===== config.mk =====
export PLATFORM = sky130hd
export DESIGN_NAME = irqv_ctrl
export DESIGN_NICKNAME = d
export VERILOG_FILES = /design/src/rtl/irqv_pkg.sv /design/src/rtl/irqv_edge_latch.sv /design/src/rtl/irqv_arbiter.sv /design/src/rtl/irqv_inservice.sv /design/src/rtl/irqv_ctrl.sv
export SDC_FILE = /design/constraint.sdc
export NUM_CORES = 1
export LEC_CHECK = 0
export ABC_CLOCK_PERIOD_IN_PS = 2300
export BUFFER_PORTS_ARGS = -buffer_cell sky130_fd_sc_hd__buf_2
export CAP_MARGIN = 5
export CELL_PAD_IN_SITES_DETAIL_PLACEMENT = 1
export CELL_PAD_IN_SITES_GLOBAL_PLACEMENT = 1
export CORE_UTILIZATION = 37
export CTS_BUF_LIST = sky130_fd_sc_hd__clkbuf_2
export DETAILED_ROUTE_END_ITERATION = 8
export GPL_TIMING_DRIVEN = 0
export PLACE_DENSITY_LB_ADDON = 0.1
export SYNTH_ARGS = -nofsm -noshare
export SYNTH_HDL_FRONTEND = slang
export SYNTH_SLANG_ARGS = --single-unit

===== constraint.sdc =====
create_clock -name clk -period 2.3 [get_ports clk]
set_clock_uncertainty 0.2 [all_clocks]
set_input_delay 0.46 -clock clk [delete_from_list [all_inputs] [get_ports clk]]
set_output_delay 0.46 -clock clk [all_outputs]
set_load 0.01 [all_outputs]

===== src/rtl/irqv_pkg.sv =====
package irqv_pkg;
  localparam int NSRC       = 5;
  localparam int IDX_W      = 3;
  localparam int VEC_W      = 16;
  localparam int EN_W       = 8;
  localparam int GEN_BIT    = 7;
  localparam int VEC_BASE   = 3;
  localparam int VEC_STRIDE = 8;

  // lowest set index wins; returns 0 for an empty set
  function automatic logic [IDX_W-1:0] first_set(input logic [NSRC-1:0] v);
    logic [IDX_W-1:0] r;
    r = '0;
    for (int i = NSRC - 1; i >= 0; i--)
      if (v[i]) r = IDX_W'(i);
    return r;
  endfunction

  function automatic logic [VEC_W-1:0] vec_of(input logic [IDX_W-1:0] idx);
    return VEC_W'(VEC_BASE) + VEC_W'(idx) * VEC_W'(VEC_STRIDE);
  endfunction
endpackage


===== src/rtl/irqv_edge_latch.sv =====
module irqv_edge_latch #(
  parameter int N = 2
) (
  input  logic         clk,
  input  logic         rst_n,
  input  logic [N-1:0] pin_n,
  input  logic [N-1:0] clr,
  output logic [N-1:0] fall,
  output logic [N-1:0] pend
);
  logic [N-1:0] prev_q;

  for (genvar g = 0; g < N; g++) begin : g_pin
    assign fall[g] = prev_q[g] & ~pin_n[g];

    always_ff @(posedge clk or negedge rst_n) begin
      if (!rst_n) begin
        prev_q[g] <= 1'b1;
        pend[g]   <= 1'b0;
      end else begin
        prev_q[g] <= pin_n[g];
        if (fall[g])     pend[g] <= 1'b1;
        else if (clr[g]) pend[g] <= 1'b0;
      end
    end


    fall_latched_chk: assert property (@(posedge clk) disable iff (!rst_n)
      fall[g] |=> pend[g]);
  end
endmodule


===== src/rtl/irqv_arbiter.sv =====
module irqv_arbiter
  import irqv_pkg::*;
(
  input  logic             clk,
  input  logic             rst_n,
  input  logic [NSRC-1:0]  eligible,
  input  logic [NSRC-1:0]  pri_hi,
  input  logic             isr_hi,
  input  logic             isr_lo,
  output logic             req,
  output logic [IDX_W-1:0] idx,
  output logic             lvl_hi
);
  logic [NSRC-1:0] hi_cand, lo_cand, chosen;

  assign hi_cand = eligible & pri_hi;
  assign lo_cand = eligible & ~pri_hi;

  always_comb begin
    if (isr_hi)        chosen = '0;
    else if (isr_lo)   chosen = hi_cand;
    else if (|hi_cand) chosen = hi_cand;
    else               chosen = lo_cand;
  end

  assign req    = |chosen;
  assign idx    = first_set(chosen);
  assign lvl_hi = |(chosen & pri_hi);


  hi_service_blocks_chk: assert property (@(posedge clk) disable iff (!rst_n)
    isr_hi |-> !req);

  lo_service_only_hi_chk: assert property (@(posedge clk) disable iff (!rst_n)
    (isr_lo && req) |-> lvl_hi);
endmodule


===== src/rtl/irqv_inservice.sv =====
module irqv_inservice (
  input  logic clk,
  input  logic rst_n,
  input  logic grant,
  input  logic grant_hi,
  input  logic reti,
  output logic isr_hi,
  output logic isr_lo
);
  logic clr_hi, clr_lo;

  assign clr_hi = reti & isr_hi;
  assign clr_lo = reti & ~isr_hi & isr_lo;

  always_ff @(posedge clk or negedge rst_n) begin
    if (!rst_n) begin
      isr_hi <= 1'b0;
      isr_lo <= 1'b0;
    end else begin
      isr_hi <= (isr_hi & ~clr_hi) | (grant & grant_hi);
      isr_lo <= (isr_lo & ~clr_lo) | (grant & ~grant_hi);
    end
  end


  grant_sets_hi_chk: assert property (@(posedge clk) disable iff (!rst_n)
    (grant && grant_hi) |=> isr_hi);

  reti_drops_hi_chk: assert property (@(posedge clk) disable iff (!rst_n)
    (reti && isr_hi) |=> !isr_hi);
endmodule


===== src/rtl/irqv_ctrl.sv =====
module irqv_ctrl
  import irqv_pkg::*;
(
  input  logic             clk,
  input  logic             rst_n,
  input  logic [1:0]       ext_n,
  input  logic [1:0]       tmr_ovf,
  input  logic             ser_evt,
  input  logic             en_we,
  input  logic [EN_W-1:0]  en_wdata,
  input  logic             pri_we,
  input  logic [NSRC-1:0]  pri_wdata,
  input  logic             ack,
  input  logic             reti,
  output logic             irq_req,
  output logic [VEC_W-1:0] irq_vec
);
  logic [EN_W-1:0]  en_q;
  logic [NSRC-1:0]  pri_q;
  logic [1:0]       ext_pend, ext_fall, ext_clr;
  logic [NSRC-1:0]  pending, eligible;
  logic [IDX_W-1:0] win_idx;
  logic             win_hi, grant, isr_hi, isr_lo;

  always_ff @(posedge clk or negedge rst_n) begin
    if (!rst_n) begin
      en_q  <= '0;
      pri_q <= '0;
    end else begin
      if (en_we)  en_q  <= en_wdata;
      if (pri_we) pri_q <= pri_wdata;
    end
  end

  irqv_edge_latch #(.N(2)) u_edge (
    .clk   (clk),
    .rst_n (rst_n),
    .pin_n (ext_n),
    .clr   (ext_clr),
    .fall  (ext_fall),
    .pend  (ext_pend)
  );

  // source order: ext0, tmr0, ext1, tmr1, serial
  assign pending  = {ser_evt, tmr_ovf[1], ext_pend[1], tmr_ovf[0], ext_pend[0]};
  assign eligible = pending & en_q[NSRC-1:0] & {NSRC{en_q[GEN_BIT]}};

  irqv_arbiter u_arb (
    .clk      (clk),
    .rst_n    (rst_n),
    .eligible (eligible),
    .pri_hi   (pri_q),
    .isr_hi   (isr_hi),
    .isr_lo   (isr_lo),
    .req      (irq_req),
    .idx      (win_idx),
    .lvl_hi   (win_hi)
  );

  assign grant      = ack & irq_req;
  assign ext_clr[0] = grant & (win_idx == IDX_W'(0));
  assign ext_clr[1] = grant & (win_idx == IDX_W'(2));

  irqv_inservice u_isr (
    .clk      (clk),
    .rst_n    (rst_n),
    .grant    (grant),
    .grant_hi (win_hi),
    .reti     (reti),
    .isr_hi   (isr_hi),
    .isr_lo   (isr_lo)
  );

  assign irq_vec = irq_req ? vec_of(win_idx) : '0;


  global_off_quiet_chk: assert property (@(posedge clk) disable iff (!rst_n)
    !en_q[GEN_BIT] |-> !irq_req);

  vec_form_chk: assert property (@(posedge clk) disable iff (!rst_n)
    irq_req |-> (irq_vec[2:0] == 3'd3 && irq_vec < VEC_W'(8 * NSRC)));
endmodule


==> impl_results.md <==
- Status: complete, but fails checks
- Failing checks: negative setup slack
- GPL Wtd Cong: 0.873
- CTS tree: built
- Warnings from Yosys: 0
- DRT Pass-1 Iters: 4
- Worst Path Arrival: 2.05 ns
- Post-synthesis adder-cell area fraction: 0
- Area Overhead vs Synth: 31.6%
- Drt drc: 0
- PortBufs: 26
- CTS Buf Count: 3
- Netlist area before placement: 1040 um^2
- Peak Freq: 0.370 GHz
- Worst Setup SP: u_isr.isr_hi
- Clk_lat worst skew: 0.30 ns
- RSZ-0062 raised after global routing: true
- Worst r2r src: u_edge.pend[0]
- EDFF count, synth: 0
- Antenna diodes: 0
- Period minus WS final: 2.71 ns
- Leak pwr: 0.667 nW
- Dpl hpwl: 1900 um
- Post-Synth XOR/XNOR Area: 0
- Hold WC Path Type: input port to flop
- R2r endpoint: u_edge.pend[0]
- Max Cap Viol: 0
- CP Capture Type: output pin
- Power Total: 938 uW
- CP delay by family, top: simple AND/OR/NAND/NOR gates
- GRT Util Overall: 0.207
- Post-Synthesis Cells: 103
- Yosys cell types: 40
- Routed via count: 906
- Die area: 3030 um^2
- CTS Sinks: 17
- Critical Path Max Stage Delay: 0.48 ns
- Vias in the first global route: 934
- Yosys reg bits: 17
- Most common cell in the netlist: dfrtp_1
- WP data required: 1.64 ns
- Worst-path cell chain: and4b_1 > buf_6 > nand2_2 > a31oi_1 > or3_1 > a211oi_2 > buf_2
- Pin count of the biggest net entering global routing: 18
- Synth Area per Inst: 10.1 um^2
- Clk pin slew, worst setup/hold paths: 0.17 ns
- Mux share of post-synthesis cell area: 0.118
- Global-route wire length before repair: 4280 um
- Worst Path Buf+Inv: 2
- Routed WL: 2590 um
- Post-synth top flop: dfrtp_1
- Routed length per instance: 14.5 um
- Final std cells w/o fill: 179
- WP depth: 7
- Reg-to-reg setup timing slack: 0.13 ns
- Count of final setup violators: 6
- Crit start category: flop
- Inst Count DP: 169
- Setup CP Type: flop to output pin
- Final hold violations: 0
- Largest family of logic cells by synthesized area: simple AND/OR/NAND/NOR gates
- DRT iter0 DRCs: 4
- Fillers: 303
- Final Max Slew Viols: 0
- Core area: 2570 um^2
- Synth top cells by count: dfrtp_1 (15), buf_4 (13), mux2_2 (10)
- Power per cell area: 684 nW/um^2
- Share of cells above drive strength 1: 0.523
- Period utilization: 1.18
- Setup ws final: -0.406 ns
- VDD IR-drop max: 0.000412 V
- CTS Buffer Depth: 2
- End point of the critical path: irq_vec[3]
- Seq/Total Area, Yosys: 0.411
- Initial core utilization: 0.405
- # IOs: 41
- Antenna violations before repair: 0
- CP Max Fanout: 7
- Async set-reset flop share out of synthesis: 1.00
- Synth Area in Compound Gates: 0.169
- Reg2Reg Depth: 8
- Worst hold path stage count: 1
- Vias per std cell: 5.06
- Total grt overflow: 0
- CTS H-tree depth: 1
- Ranking of synthesized cells by area: dfrtp_1 (36%), mux2_2 (11%), buf_4 (9.4%), dfstp_2 (5.0%), nand2_1 (3.2%)
- Post-DRT Antenna Nets: 0
- DIE HEIGHT: 55.0 um
- Synth area leader: dfrtp_1
- Yosys top cell area share: 0.361
- Die Wd: 55.0 um
- Site Rows: 18
- CTS root buf: clkbuf_2
- Simple-Gate Fraction of Synth Area: 0.172
- Slowest CP cell: dfrtp_1
- Hold WS: 0.0468 ns
- Fin nets: 174
[final cells by class]
class                           count  area (um^2)  share of cell area
Multi-Input combinational cell     76          554               0.405
Sequential cell                    17          430               0.314
Timing Repair Buffer               32          196               0.143
Buffer                             15          113              0.0822
Tap cell                           30         37.5              0.0274
Inverter                            5         18.8              0.0137
Clock buffer                        3         15.0              0.0110
Clock inverter                      1         5.00             0.00365
[through the flow]
stage,TNS [ns],cell area (um^2),utilization,worst slack (ns)
after floorplan,0,1080,-,0.0338
after global placement,-1.01,1250,0.485,-0.306
after detailed placement,-1.04,1250,0.485,-0.307
after CTS,-2.19,1350,0.525,-0.434
after global routing,-3.04,1370,0.534,-0.595
final,-1.88,1370,0.534,-0.406
[metal layers]
layer	wire length, um	vias up	global-route usage
met5	0	-	0
met4	16	0	0.0250
met3	150	2	0.0656
met2	1330	30	0.373
met1	1100	432	0.243
li1	-	442	-
[how the worst min path moves through the flow]
stage / from / end / slack [ns]
CTS: ext_n[1] / u_edge.prev_q[1] / 0.003
finish: ext_n[0] / u_edge.prev_q[0] / 0.05
global placement: rst_n / u_edge.pend[0] / 0.20
floorplan: rst_n / en_q[0] / -0.04
detailed placement: rst_n / u_edge.pend[0] / 0.20
global route: ext_n[1] / u_edge.prev_q[1] / 0.001
[cells by family after synthesis]
group / count (synthesis)
AND/OR/NAND/NOR: 31
AO/OA/AOI/OAI: 23
buffers and inverters: 20
flip-flops: 17
multiplexers: 11
other: 1
[registers in the layout (all words and copies together) (netlist names)]
name / cells
en_q: 6
pri_q: 5
u_edge.pend: 2
u_edge.prev_q: 2
u_isr.isr_hi: 1
u_isr.isr_lo: 1
[power by group]
group          internal [mW]  switching (mW)
Combinational          0.223           0.185
Clock                 0.0394          0.0990
Sequential             0.341          0.0499
[cells in the final DEF (no fill, tap or decap), types with 3 or more instances in the layout]
cell / synthesis / routed
mux2_2: 10 / 10
nand2_1: 9 / 7
nor2_1: 5 / 5
nand2b_1: 3 / 3
dfrtp_1: 15 / 13
conb_1: 1 / 11
buf_6: 1 / 4
nand3_1: 3 / 3
buf_2: 0 / 23
buf_4: 13 / 18
clkbuf_2: 0 / 3
o21ai_0: 5 / 4
inv_1: 5 / 4
[timing repair]
| action | in CTS | in global routing |
|---|---|---|
| hold buffers | 1 | 0 |
| hold endpoints to repair | 15 | 0 |
| pin swaps | 7 | 3 |
| resized for setup | 13 | 3 |
| setup buffers | 4 | 1 |
| setup endpoints to repair | 6 | 7 |
No activity file was read; power rests on OpenSTA's default activity.
